===== src/rtl/i2c_irq_pkg.sv =====
package i2c_irq_pkg;
    localparam int NUM_SRC    = 7;
    localparam int CODE_W     = $clog2(NUM_SRC + 1);
    localparam int DATA_W     = 16;
    localparam int ADDR_W     = 2;
    localparam int IDX_RXRDY  = 3;
    localparam int IDX_TXRDY  = 4;
    localparam int BIT_RSFULL = 11;
    localparam int BIT_BBUSY  = 12;

    typedef enum logic [ADDR_W-1:0] {
        SEL_ENABLE = 2'd0,
        SEL_STATUS = 2'd1,
        SEL_VECTOR = 2'd2,
        SEL_SPARE  = 2'd3
    } reg_sel_e;
endpackage


===== src/rtl/irq_flag_bank.sv =====
module irq_flag_bank #(
    parameter int N = 7
) (
    input  logic         clk,
    input  logic         rst_n,
    input  logic [N-1:0] set_i,
    input  logic [N-1:0] clr_i,
    output logic [N-1:0] flag_o
);
    for (genvar g = 0; g < N; g++) begin : g_flag
        always_ff @(posedge clk) begin
            if (!rst_n)
                flag_o[g] <= 1'b0;
            else if (set_i[g])
                flag_o[g] <= 1'b1;
            else if (clr_i[g])
                flag_o[g] <= 1'b0;
        end

        // a pulse wins over any simultaneous clear
        p_set_wins_r4: assert property (@(posedge clk) disable iff (!rst_n)
            set_i[g] |=> flag_o[g]);
        // a clear with no pulse drops the flag
        p_clear_drops_r3: assert property (@(posedge clk) disable iff (!rst_n)
            (clr_i[g] && !set_i[g]) |=> !flag_o[g]);
    end
endmodule


===== src/rtl/irq_prio_enc.sv =====
module irq_prio_enc #(
    parameter int N  = 7,
    parameter int CW = $clog2(N + 1)
) (
    input  logic [N-1:0]  pend_i,
    output logic [CW-1:0] code_o
);
    always_comb begin
        code_o = '0;
        for (int i = N - 1; i >= 0; i--) begin
            if (pend_i[i])
                code_o = CW'(i + 1);
        end
    end
endmodule


===== src/rtl/i2c_irq_vector_unit.sv =====
module i2c_irq_vector_unit
    import i2c_irq_pkg::*;
(
    input  logic              clk,
    input  logic              rst_n,
    input  logic [NUM_SRC-1:0] evt_i,
    input  logic              bus_busy_i,
    input  logic              rx_shift_full_i,
    input  logic              rx_data_read_i,
    input  logic              tx_data_write_i,
    input  logic [ADDR_W-1:0] reg_addr_i,
    input  logic              reg_wr_i,
    input  logic              reg_rd_i,
    input  logic [DATA_W-1:0] reg_wdata_i,
    output logic [DATA_W-1:0] reg_rdata_o,
    output logic              irq_o
);
    logic [NUM_SRC-1:0] enable_q;
    logic [NUM_SRC-1:0] flags;
    logic [NUM_SRC-1:0] pend;
    logic [NUM_SRC-1:0] clr;
    logic [NUM_SRC-1:0] vec_clr;
    logic [CODE_W-1:0]  vec_code;
    logic               rd_vec;
    reg_sel_e           sel;

    assign sel    = reg_sel_e'(reg_addr_i);
    assign rd_vec = reg_rd_i && (sel == SEL_VECTOR);
    assign pend   = flags & enable_q;
    assign irq_o  = |pend;

    always_ff @(posedge clk) begin
        if (!rst_n)
            enable_q <= '0;
        else if (reg_wr_i && sel == SEL_ENABLE)
            enable_q <= reg_wdata_i[NUM_SRC-1:0];
    end

    irq_prio_enc #(.N(NUM_SRC), .CW(CODE_W)) u_enc (
        .pend_i (pend),
        .code_o (vec_code)
    );

    for (genvar g = 0; g < NUM_SRC; g++) begin : g_vclr
        if (g == IDX_RXRDY || g == IDX_TXRDY) begin : g_data
            assign vec_clr[g] = 1'b0;
        end else begin : g_ctl
            assign vec_clr[g] = rd_vec && (vec_code == CODE_W'(g + 1));
        end
    end

    always_comb begin
        clr = vec_clr;
        if (reg_wr_i && sel == SEL_STATUS)
            clr = clr | reg_wdata_i[NUM_SRC-1:0];
        clr[IDX_RXRDY] = clr[IDX_RXRDY] | rx_data_read_i;
        clr[IDX_TXRDY] = clr[IDX_TXRDY] | tx_data_write_i;
    end

    irq_flag_bank #(.N(NUM_SRC)) u_flags (
        .clk    (clk),
        .rst_n  (rst_n),
        .set_i  (evt_i),
        .clr_i  (clr),
        .flag_o (flags)
    );

    always_comb begin
        reg_rdata_o = '0;
        unique case (sel)
            SEL_ENABLE: reg_rdata_o[NUM_SRC-1:0] = enable_q;
            SEL_STATUS: begin
                reg_rdata_o[NUM_SRC-1:0] = flags;
                reg_rdata_o[BIT_RSFULL]  = rx_shift_full_i;
                reg_rdata_o[BIT_BBUSY]   = bus_busy_i;
            end
            SEL_VECTOR: reg_rdata_o[CODE_W-1:0] = vec_code;
            SEL_SPARE:  reg_rdata_o = '0;
            default:    reg_rdata_o = '0;
        endcase
    end

    // line and vector agree on whether anything enabled is pending
    p_irq_vs_vector_r7: assert property (@(posedge clk) disable iff (!rst_n)
        irq_o == (vec_code != '0));
    // a vector read retires a control-event code
    p_vec_read_clears_r8: assert property (@(posedge clk) disable iff (!rst_n)
        (rd_vec && vec_code != 3'd0 && vec_code != 3'd4 && vec_code != 3'd5
         && !evt_i[vec_code - 3'd1]) |=> !flags[$past(vec_code) - 3'd1]);
    // data-ready flags survive a vector read
    p_vec_read_keeps_rx_r8: assert property (@(posedge clk) disable iff (!rst_n)
        (rd_vec && vec_code == 3'd4 && !rx_data_read_i
         && !(reg_wr_i && sel == SEL_STATUS)) |=> flags[IDX_RXRDY]);
    // the receive data strobe retires receive-ready
    p_rx_strobe_r9: assert property (@(posedge clk) disable iff (!rst_n)
        (rx_data_read_i && !evt_i[IDX_RXRDY]) |=> !flags[IDX_RXRDY]);
    // the transmit data strobe retires transmit-ready
    p_tx_strobe_r9: assert property (@(posedge clk) disable iff (!rst_n)
        (tx_data_write_i && !evt_i[IDX_TXRDY]) |=> !flags[IDX_TXRDY]);
endmodule


===== config.mk =====
export PLATFORM = sky130hd
export DESIGN_NAME = i2c_irq_vector_unit
export DESIGN_NICKNAME = d
export VERILOG_FILES = /design/src/rtl/i2c_irq_pkg.sv /design/src/rtl/irq_flag_bank.sv /design/src/rtl/irq_prio_enc.sv /design/src/rtl/i2c_irq_vector_unit.sv
export SDC_FILE = /design/constraint.sdc
export NUM_CORES = 1
export LEC_CHECK = 0
export BUFFER_PORTS_ARGS = -buffer_cell sky130_fd_sc_hd__buf_4
export CELL_PAD_IN_SITES_DETAIL_PLACEMENT = 1
export CELL_PAD_IN_SITES_GLOBAL_PLACEMENT = 1
export CORE_MARGIN = 10
export CORE_UTILIZATION = 30
export DETAILED_ROUTE_END_ITERATION = 12
export HOLD_SLACK_MARGIN = 0.03
export PLACE_DENSITY = 0.87
export RECOVER_POWER = 100
export SETUP_SLACK_MARGIN = 0.3
export SLEW_MARGIN = 20
export SYNTH_ARGS = -nofsm -noshare
export SYNTH_HDL_FRONTEND = slang
export SYNTH_SLANG_ARGS = --single-unit

===== constraint.sdc =====
create_clock -name clk -period 1.5 [get_ports clk]
set_input_delay 0.15 -clock clk [delete_from_list [all_inputs] [get_ports clk]]
set_output_delay 0.15 -clock clk [all_outputs]
set_load 0.05 [all_outputs]

# Word-level counts from Yosys, hierarchy flattened
# Cells that the tools add are included.
# word_totals
elab_cells,62
out_inout_bits,17
in_bits,33
regBits,14
# op_classes
mux,25
n_eq_ne,8
reduce_logical,17
bitwise_logic,4
# ops
op,count
$mux W3,7
$mux W1,14
$reduce_bool A2 Y1,7
$pmux W3 S4,1
$logic_and A1 B1 Y1,8
$pmux W4 S2,1
$and A7 B7 Y7,1
$mux W7,1
$or A7 B7 Y7,1
$reduce_or A7 Y1,1
$eq A3 B2 Y1 const B,2
$eq A3 B3 Y1 const B,2
$eq A2 B2 Y1 const B,2
$eq A3 B1 Y1 const B,1
$eq A2 B1 Y1 const B,1
$logic_not A2 Y1,1
$mux W2,1
$or A1 B1 Y1,2

# Logic depth before layout (Yosys ltp)
# Gate-level depths: netlist of run 1.
# logic_depth
ltp_word,15
ltp_mapped,6
ltp_nobuf,4

# Cells and area by module
# From an unflattened synthesis of run 1, not the netlist that was laid out.
# unflattened
cells_unflattened,114
area_unflattened_um2,958.4
# by_module_without_submodules
mod,instances,cells_each,area_per_inst_um2,seq_area_each_um2
i2c_irq_vector_unit,1,82,660.6,140.1
irq_flag_bank,1,21,236.5,140.1
irq_prio_enc,1,11,61.3,0.0

# Worst setup path after synthesis of run 1
# No wires, ideal clock.
# synth_timing
path_type,register -> output
startpoint,reg enable_q[2]
endpoint,out reg_rdata_o[0]
stages_incl_launch_ff,5
arrival_time_ps,2569
t_required_ps,1350
path_slack_ps,-1219
path_buffers,0
path_cell_list,dfxtp_1 nand2_1 a32oi_1 nand2_1 o311ai_0
# synth_between
elab_chain_cells,5
# synth_lines
element,line_no,text
start: declaration,i2c_irq_vector_unit.sv:18,logic [NUM_SRC-1:0] enable_q;
start signal: assignment,i2c_irq_vector_unit.sv:36,enable_q <= reg_wdata_i[NUM_SRC-1:0];
$and A7 B7 Y7,i2c_irq_vector_unit.sv:29,assign pend = flags & enable_q;
$mux W3 (3 in a row),irq_prio_enc.sv:11,if (pend_i[i])
$pmux W3 S4,i2c_irq_vector_unit.sv:70,unique case (sel)
end: declaration,i2c_irq_vector_unit.sv:15,"output logic [DATA_W-1:0] reg_rdata_o,"
# Every way passes these cells.

# Worst setup path in the final report of run 1
# layout_timing
startpoint,reg u_flags.flag_o[5]
endpoint,out reg_rdata_o[0]
# layout_between
elab_chain_cells,8
# layout_lines
element,line_no,text
start: declaration,irq_flag_bank.sv:8,output logic [N-1:0] flag_o
start signal: indexed assignment,irq_flag_bank.sv:13,flag_o[g] <= 1'b0;
start signal: indexed assignment,irq_flag_bank.sv:15,flag_o[g] <= 1'b1;
start signal: indexed assignment,irq_flag_bank.sv:17,flag_o[g] <= 1'b0;
$and A7 B7 Y7,i2c_irq_vector_unit.sv:29,
$mux W3 (6 in a row),irq_prio_enc.sv:11,
$pmux W3 S4,i2c_irq_vector_unit.sv:70,
# Every way passes these cells.

==> results.yml, run 1 <==
layout:
  layout_common_cells: "30 x buf_4, 12 x mux2i_1, 11 x buf_6, 9 x nor2b_1"
  layout.nets: 185
  area_delta_synth_final_pct: 59.9
  final_common_cell: "buf_4"
  antenna_cells: 0
  fin_util_pct: 51.5
  stdcell_count: 181
  drive_above_1_share_pct: 54.0
worst_setup_path:
  crit_cells: 5
  path_class: "reg2out"
  worst-path-buf-inv: 1
  worstPathRequired_ns: 1.35
  cp_top_family: "compound AO/OA/AOI/OAI gates"
  rr_worst_depth: 8
  crit_path_top_delay_cell: "dfxtp_2"
  crit_path_end_kind: "primary output"
  crit_path_start_kind: "flop"
  crit_fanout: 2
  max_stage_delay_ns: 0.33
  reg2reg_setup_slack_ns: -0.21
  arrival_ns: 1.57
  crit_chain: "and2_4 > o211ai_1 > nand2_2 > o311ai_4 > buf_6"
power_and_ir_drop:
  p_comb_share_pct: 34.4
  p_sw_uw: 347
  p_per_area_mw_per_mm2: 666
  pwr-share-clk_pct: 22.8
  p_int_uw: 622
  swShare_pct: 35.8
  p_leak_nw: 0.643
  power_uw: 970
  seqPwrFrac_pct: 42.8
  vdd_drop_max_v: 0.000453
synthesis:
  synth-seq-cells: 14
  ys_seq_area_share_pct: 30.8
  avgSynthCellArea_um2: 8.51
  synthArstFlopShare_pct: 0
  synthesis.area_um2: 911
  syn_inst: 107
  synth_cell_type_count: 34
  synth-edff-count: 0
  ys.flop_type: "dfxtp_1"
  yosysWarnings: 0
floorplan:
  die_area_mm2: 0.00564
  core_area_mm2: 0.00283
  fp-row-count: 19
  start_util_pct: 32.2
  die_x_um: 75.1
  die_h_um: 75.1
  io_pins: 50
placed_design:
  dpl.cell_count: 167
  numPortBuffers: 33
  hpwl_mm: 2.45
  dp_slack_ns: 0.0284
  place.gp.congestion: 0.837
timing:
  rsz0062_at_grt: "true"
  fin_crit_sh_pct: 115
  slew_headroom_pct: 58.5
  drv_slew: 0
  fmax_mhz: 582
  hold_slack_ns: 0.0642
  tightest_slew_ns: 0.623
  hold_viol: 0
  setup_viol: 5
  layout_min_cycle_time_ns: 1.72
  fin_skew_ns: 0.00895
  layout_setup_ws_ns: -0.218
clocking:
  cts_max_level: 1
  cts_root_buf: "clkbuf_4"
  cts_tree: "built"
  clkSlewWorstSetupHoldPaths_ns: 0.09
  clk_latency_ns: 0.29
  cts_made_buffers: 3
  cts_buffer_depth: 2
  clock_sinks: 14
global_routing:
  use_met1_pct: 12.5
  grt_pass1_wl_mm: 5.29
  busiest_layer: "met2"
  grt_max_degree: 15
  overflow: 0
  antenna_found_initial: 0
  track_usage_pct: 12.2
  use_met3_pct: 3.42
  grt_pass1_vias: 1055
  grtUsageMet2_pct: 22.7
detailed_routing:
  wl_per_cell_um: 19.0
  dr.pass1.iters: 4
  drt_iter0_markers: 23
  ant_nets: 0
  viasPerCell: 5.33
  wl_mm: 3.44
  drcViolationCount: 0
  vias: 965
outcome:
  failed_checks: "negative setup slack"
  status: "finished with violations"
flow_run:
  drv_cap: 0
min_path:
  hold_depth: 2
  holdCritPathClass: "in2reg"
## metrics by stage
step                      setup TNS, ns  area (um2)
after floorplan                       0        1020
after global placement                0        1250
after detailed placement              0        1250
after CTS                        -0.670        1450
after global routing              -1.30        1460
final                             -1.03        1460
## layer usage
metal	share of wire (%)	vias up
met3	6.9	5
met1	39	466
met5	0	-
li1	-	461
met4	1.3	0
met2	53	33
## synthesized netlist by cell type, types with 3 or more instances
master | number | area, um2
nor2_1 | 6 | 22.5
nor2b_1 | 9 | 56.3
dfxtp_1 | 14 | 280
nand2_1 | 13 | 48.8
o21a_1 | 4 | 30.0
buf_4 | 9 | 67.6
nand3_1 | 3 | 15.0
a31oi_1 | 3 | 18.8
mux2i_1 | 13 | 130
and3_1 | 3 | 18.8
## flip-flops by register name, indices dropped and copies added (netlist names)
signal	flops
enable_q	7
u_flags.flag_o	7
## worst register-to-register path: stages, from the launching register on
cell and delay, ns:
dfxtp_2 0.33, and2_4 0.15, o211ai_1 0.25, nand2_2 0.12, buf_4 0.15, buf_6 0.10, buf_6 0.10, buf_6 0.10
o41a_1 0.29
## power by group through the flow
stage | clock, mW | combinational [mW] | sequential, mW
after floorplan | 0 | 0.211 | 0.418
after global placement | 0 | 0.284 | 0.423
after detailed placement | 0 | 0.293 | 0.425
after CTS | 0.226 | 0.328 | 0.417
after global routing | 0.246 | 0.354 | 0.417
final | 0.222 | 0.334 | 0.415
## cell type report
class	instances	area, um2
inverter	2	7.51
fill	320	1370
multi-input combinational	85	702
tap	31	38.8
timing repair buffer	46	375
sequential	14	310
clock buffer	3	22.5
## timing repair
| item | CTS | global route |
|---|---|---|
| hold buffers | 0 | 0 |
| buffers inserted | 9 | 2 |
| gates resized for setup | 32 | 10 |
| setup endpoints to repair | 9 | 11 |
| pin swaps | 6 | 3 |
## logic make-up after synthesis
kind of cell	synth area share, %
other	0.412
buffers and inverters	9.75
and+or+nand+nor	25.5
AOI/OAI and AO/OA	19.2
DFF	30.8
muxes	14.3
## final timing paths
check | startpoint | to
worst max-delay path | u_flags.flag_o[5]$_SDFFE_PN0P_ | reg_rdata_o[0]
worst min-delay path | evt_i[2] | u_flags.flag_o[2]$_SDFFE_PN0P_
worst max register to register | u_flags.flag_o[5]$_SDFFE_PN0P_ | u_flags.flag_o[6]$_SDFFE_PN0P_
worst min register to register | enable_q[4]$_SDFFE_PN0P_ | enable_q[4]$_SDFFE_PN0P_
(Power assumes the default switching activity.)
==> run 2, diff against run 1 <==
- ABC_AREA: default -> 1
- ABC_CLOCK_PERIOD_IN_PS: default -> 1500
- CORE_UTILIZATION: 30 -> 28
==> results.yml, run 2 <==
layout:
  layout.nets: 228
  antenna_cells: 0
  stdcell_count: 238
  reg_top3: "enable_q: 7 flops, u_flags.flag_o: 7 flops"
  final_area_mm2: 0.00154
  final_common_cell: "buf_4"
  drive_above_1_share_pct: 55.7
  layout_common_cells: "35 x buf_4, 21 x nand2_1, 16 x nor2_1, 14 x buf_6"
  fill_cells: 415
  area_delta_synth_final_pct: 72.1
placed_design:
  placed_cell_area_mm2: 0.00119
  dp_slack_ns: 0.138
  dpl.cell_count: 216
  place.gp.congestion: 0.753
  hpwl_mm: 2.40
  numPortBuffers: 33
timing:
  setup_viol: 2
  fin_crit_sh_pct: 104
  layout_min_cycle_time_ns: 1.56
  hold_slack_ns: 0.0721
  fin_skew_ns: 0.00632
  rsz0062_at_grt: "true"
  fin_tns_setup_ns: -0.103
  drv_slew: 0
  hold_viol: 0
  fmax_mhz: 641
  layout_setup_ws_ns: -0.0607
floorplan:
  die_h_um: 76.5
  start_util_pct: 29.3
  die_x_um: 76.5
  io_pins: 50
  core_area_mm2: 0.00305
  fp-row-count: 20
  die_area_mm2: 0.00585
detailed_routing:
  wl_mm: 3.44
  wl_per_cell_um: 14.5
  vias: 1083
  ant_nets: 0
  drcViolationCount: 0
  viasPerCell: 4.55
  drt_iter0_markers: 20
  dr.pass1.iters: 4
global_routing:
  grt_pass1_vias: 1217
  antenna_found_initial: 0
  grt_pass1_wl_mm: 5.66
  grt_max_degree: 10
  track_usage_pct: 11.7
  overflow: 0
synthesis:
  synth_top_area_cell: "dfxtp_1"
  synthAdderAreaFrac_pct: 0
  avgSynthCellArea_um2: 6.43
  synthSimpleGateAreaFrac_pct: 34.2
  synthArstFlopShare_pct: 0
  ys.flop_type: "dfxtp_1"
  synth_cell_type_count: 20
  yosysWarnings: 0
  synthMuxAreaShare_pct: 0
  synth_xor_area_share_pct: 0
  synth_common_cells: "30 x nand2_1, 17 x nor2_1, 14 x dfxtp_1, 13 x inv_1, 10 x a21oi_1"
  synth_top_area_share_pct: 31.4
  synth_compound_area_share_pct: 18.9
  synth_top_family_by_area: "simple AND/OR/NAND/NOR gates"
  syn_inst: 139
  synthTopCellsByArea: "dfxtp_1 31%, nand2_1 13%, nor2_1 7.1%"
  synth-edff-count: 0
  ys_seq_area_share_pct: 31.4
  synth-seq-cells: 14
  yosysMostFrequentCell: "nand2_1"
  synthesis.area_um2: 893
min_path:
  holdCritPathClass: "in2reg"
outcome:
  status: "finished with violations"
  failed_checks: "negative setup slack"
clocking:
  cts_tree: "built"
  clk_latency_ns: 0.29
  clock_sinks: 14
  cts_hold_buf: 0
  clkSlewWorstSetupHoldPaths_ns: 0.09
  cts_max_level: 1
  cts_buffer_depth: 2
  cts_made_buffers: 3
  cts_root_buf: "clkbuf_4"
worst_setup_path:
  max_stage_delay_ns: 0.35
  crit_chain: "nand2_2 > inv_2 > nand2_2 > nand2_2 > nand2_4 > a21oi_4 > o21ai_2 > nand3_2 > buf_8"
  crit_path_end_kind: "primary output"
  crit_fanout: 2
  path_class: "reg2out"
  crit_path_top_delay_cell: "dfxtp_2"
  worstPathRequired_ns: 1.35
  crit_path_start_kind: "flop"
  crit_top_cell: "nand2_2"
  arrival_ns: 1.41
  reg2reg_setup_slack_ns: 0.03
power_and_ir_drop:
  vdd_drop_max_v: 0.000379
  p_leak_nw: 0.825
  p_per_area_mw_per_mm2: 715
flow_run:
  drv_cap: 0
run 2: cell types whose count changed after synthesis, moves of 4 or more:
cell,delta
nand3_1,+4
nor2_1,+11
inv_2,+6
o21ai_0,+7
nand2_2,+7
nand2_1,+17
inv_1,+11
a21oi_1,+8
nor2_2,+4
o21ai_1,+4
mux2i_1,-13
nor2b_1,-9
run 2: kinds of logic (layout without fill, tap and decap cells):
family / count (synthesis) / after routing
buffers and inverters: 28 / 77
other: 1 / 7
DFF: 14 / 14
and+or+nand+nor: 68 / 68
AOI/OAI and AO/OA: 28 / 28
run 2: path summary, 6_finish.rpt:
kind | cells after the start | to | startpoint
max | 9 | reg_rdata_o[0] | u_flags.flag_o[6]$_SDFFE_PN0P_
min | 3 | u_flags.flag_o[1]$_SDFFE_PN0P_ | evt_i[1]
max reg2reg | 10 | u_flags.flag_o[1]$_SDFFE_PN0P_ | enable_q[5]$_SDFFE_PN0P_
min reg2reg | 2 | enable_q[0]$_SDFFE_PN0P_ | enable_q[0]$_SDFFE_PN0P_
run 2: critical path, delay by kind of cell (launching register included):
kind                   cells  cell delay [ns]
DFF                        1             0.35
and+or+nand+nor            5             0.33
AOI/OAI and AO/OA          2             0.25
buffers and inverters      2             0.19
run 2: cell type report:
type	instances	area [um2]	area share, %
repair buffers	52	465	30.3
multi-input cells	103	598	38.9
inverters	21	82.6	5.37
clock buffers	4	36.3	2.36
well taps	44	55.1	3.58
flip-flops and latches	14	300	19.5
run 2: repair_timing:
| action | in CTS | in global routing |
|---|---|---|
| pin swaps | 6 | 15 |
| gates resized for setup | 39 | 20 |
| endpoints found under the setup margin | 12 | 12 |
| buffers inserted | 10 | 8 |
run 2: where the power goes:
group / leakage, nW / internal [mW] / switching [mW]
clock network: 0.0210 / 0.148 / 0.133
logic: 0.683 / 0.169 / 0.227
registers: 0.121 / 0.398 / 0.0237
total: 0.825 / 0.715 / 0.384
run 2: per-layer routing:
| metal | vias up | GRT usage (%) | wire [um] |
|---|---|---|---|
| li1 | 537 | - | - |
| met1 | 511 | 13.0 | 1430 |
| met2 | 30 | 20.2 | 1810 |
| met3 | 5 | 3.77 | 170 |
| met4 | 0 | 4.28 | 34 |
| met5 | - | 0 | 0 |
run 2: metrics by stage:
step	total power, mW	utilization (%)
after global placement	0.720	38.9
after CTS	1.07	46.1
final	1.10	50.4
after detailed placement	0.726	38.9
after global routing	1.16	50.4
after floorplan	0.630	-
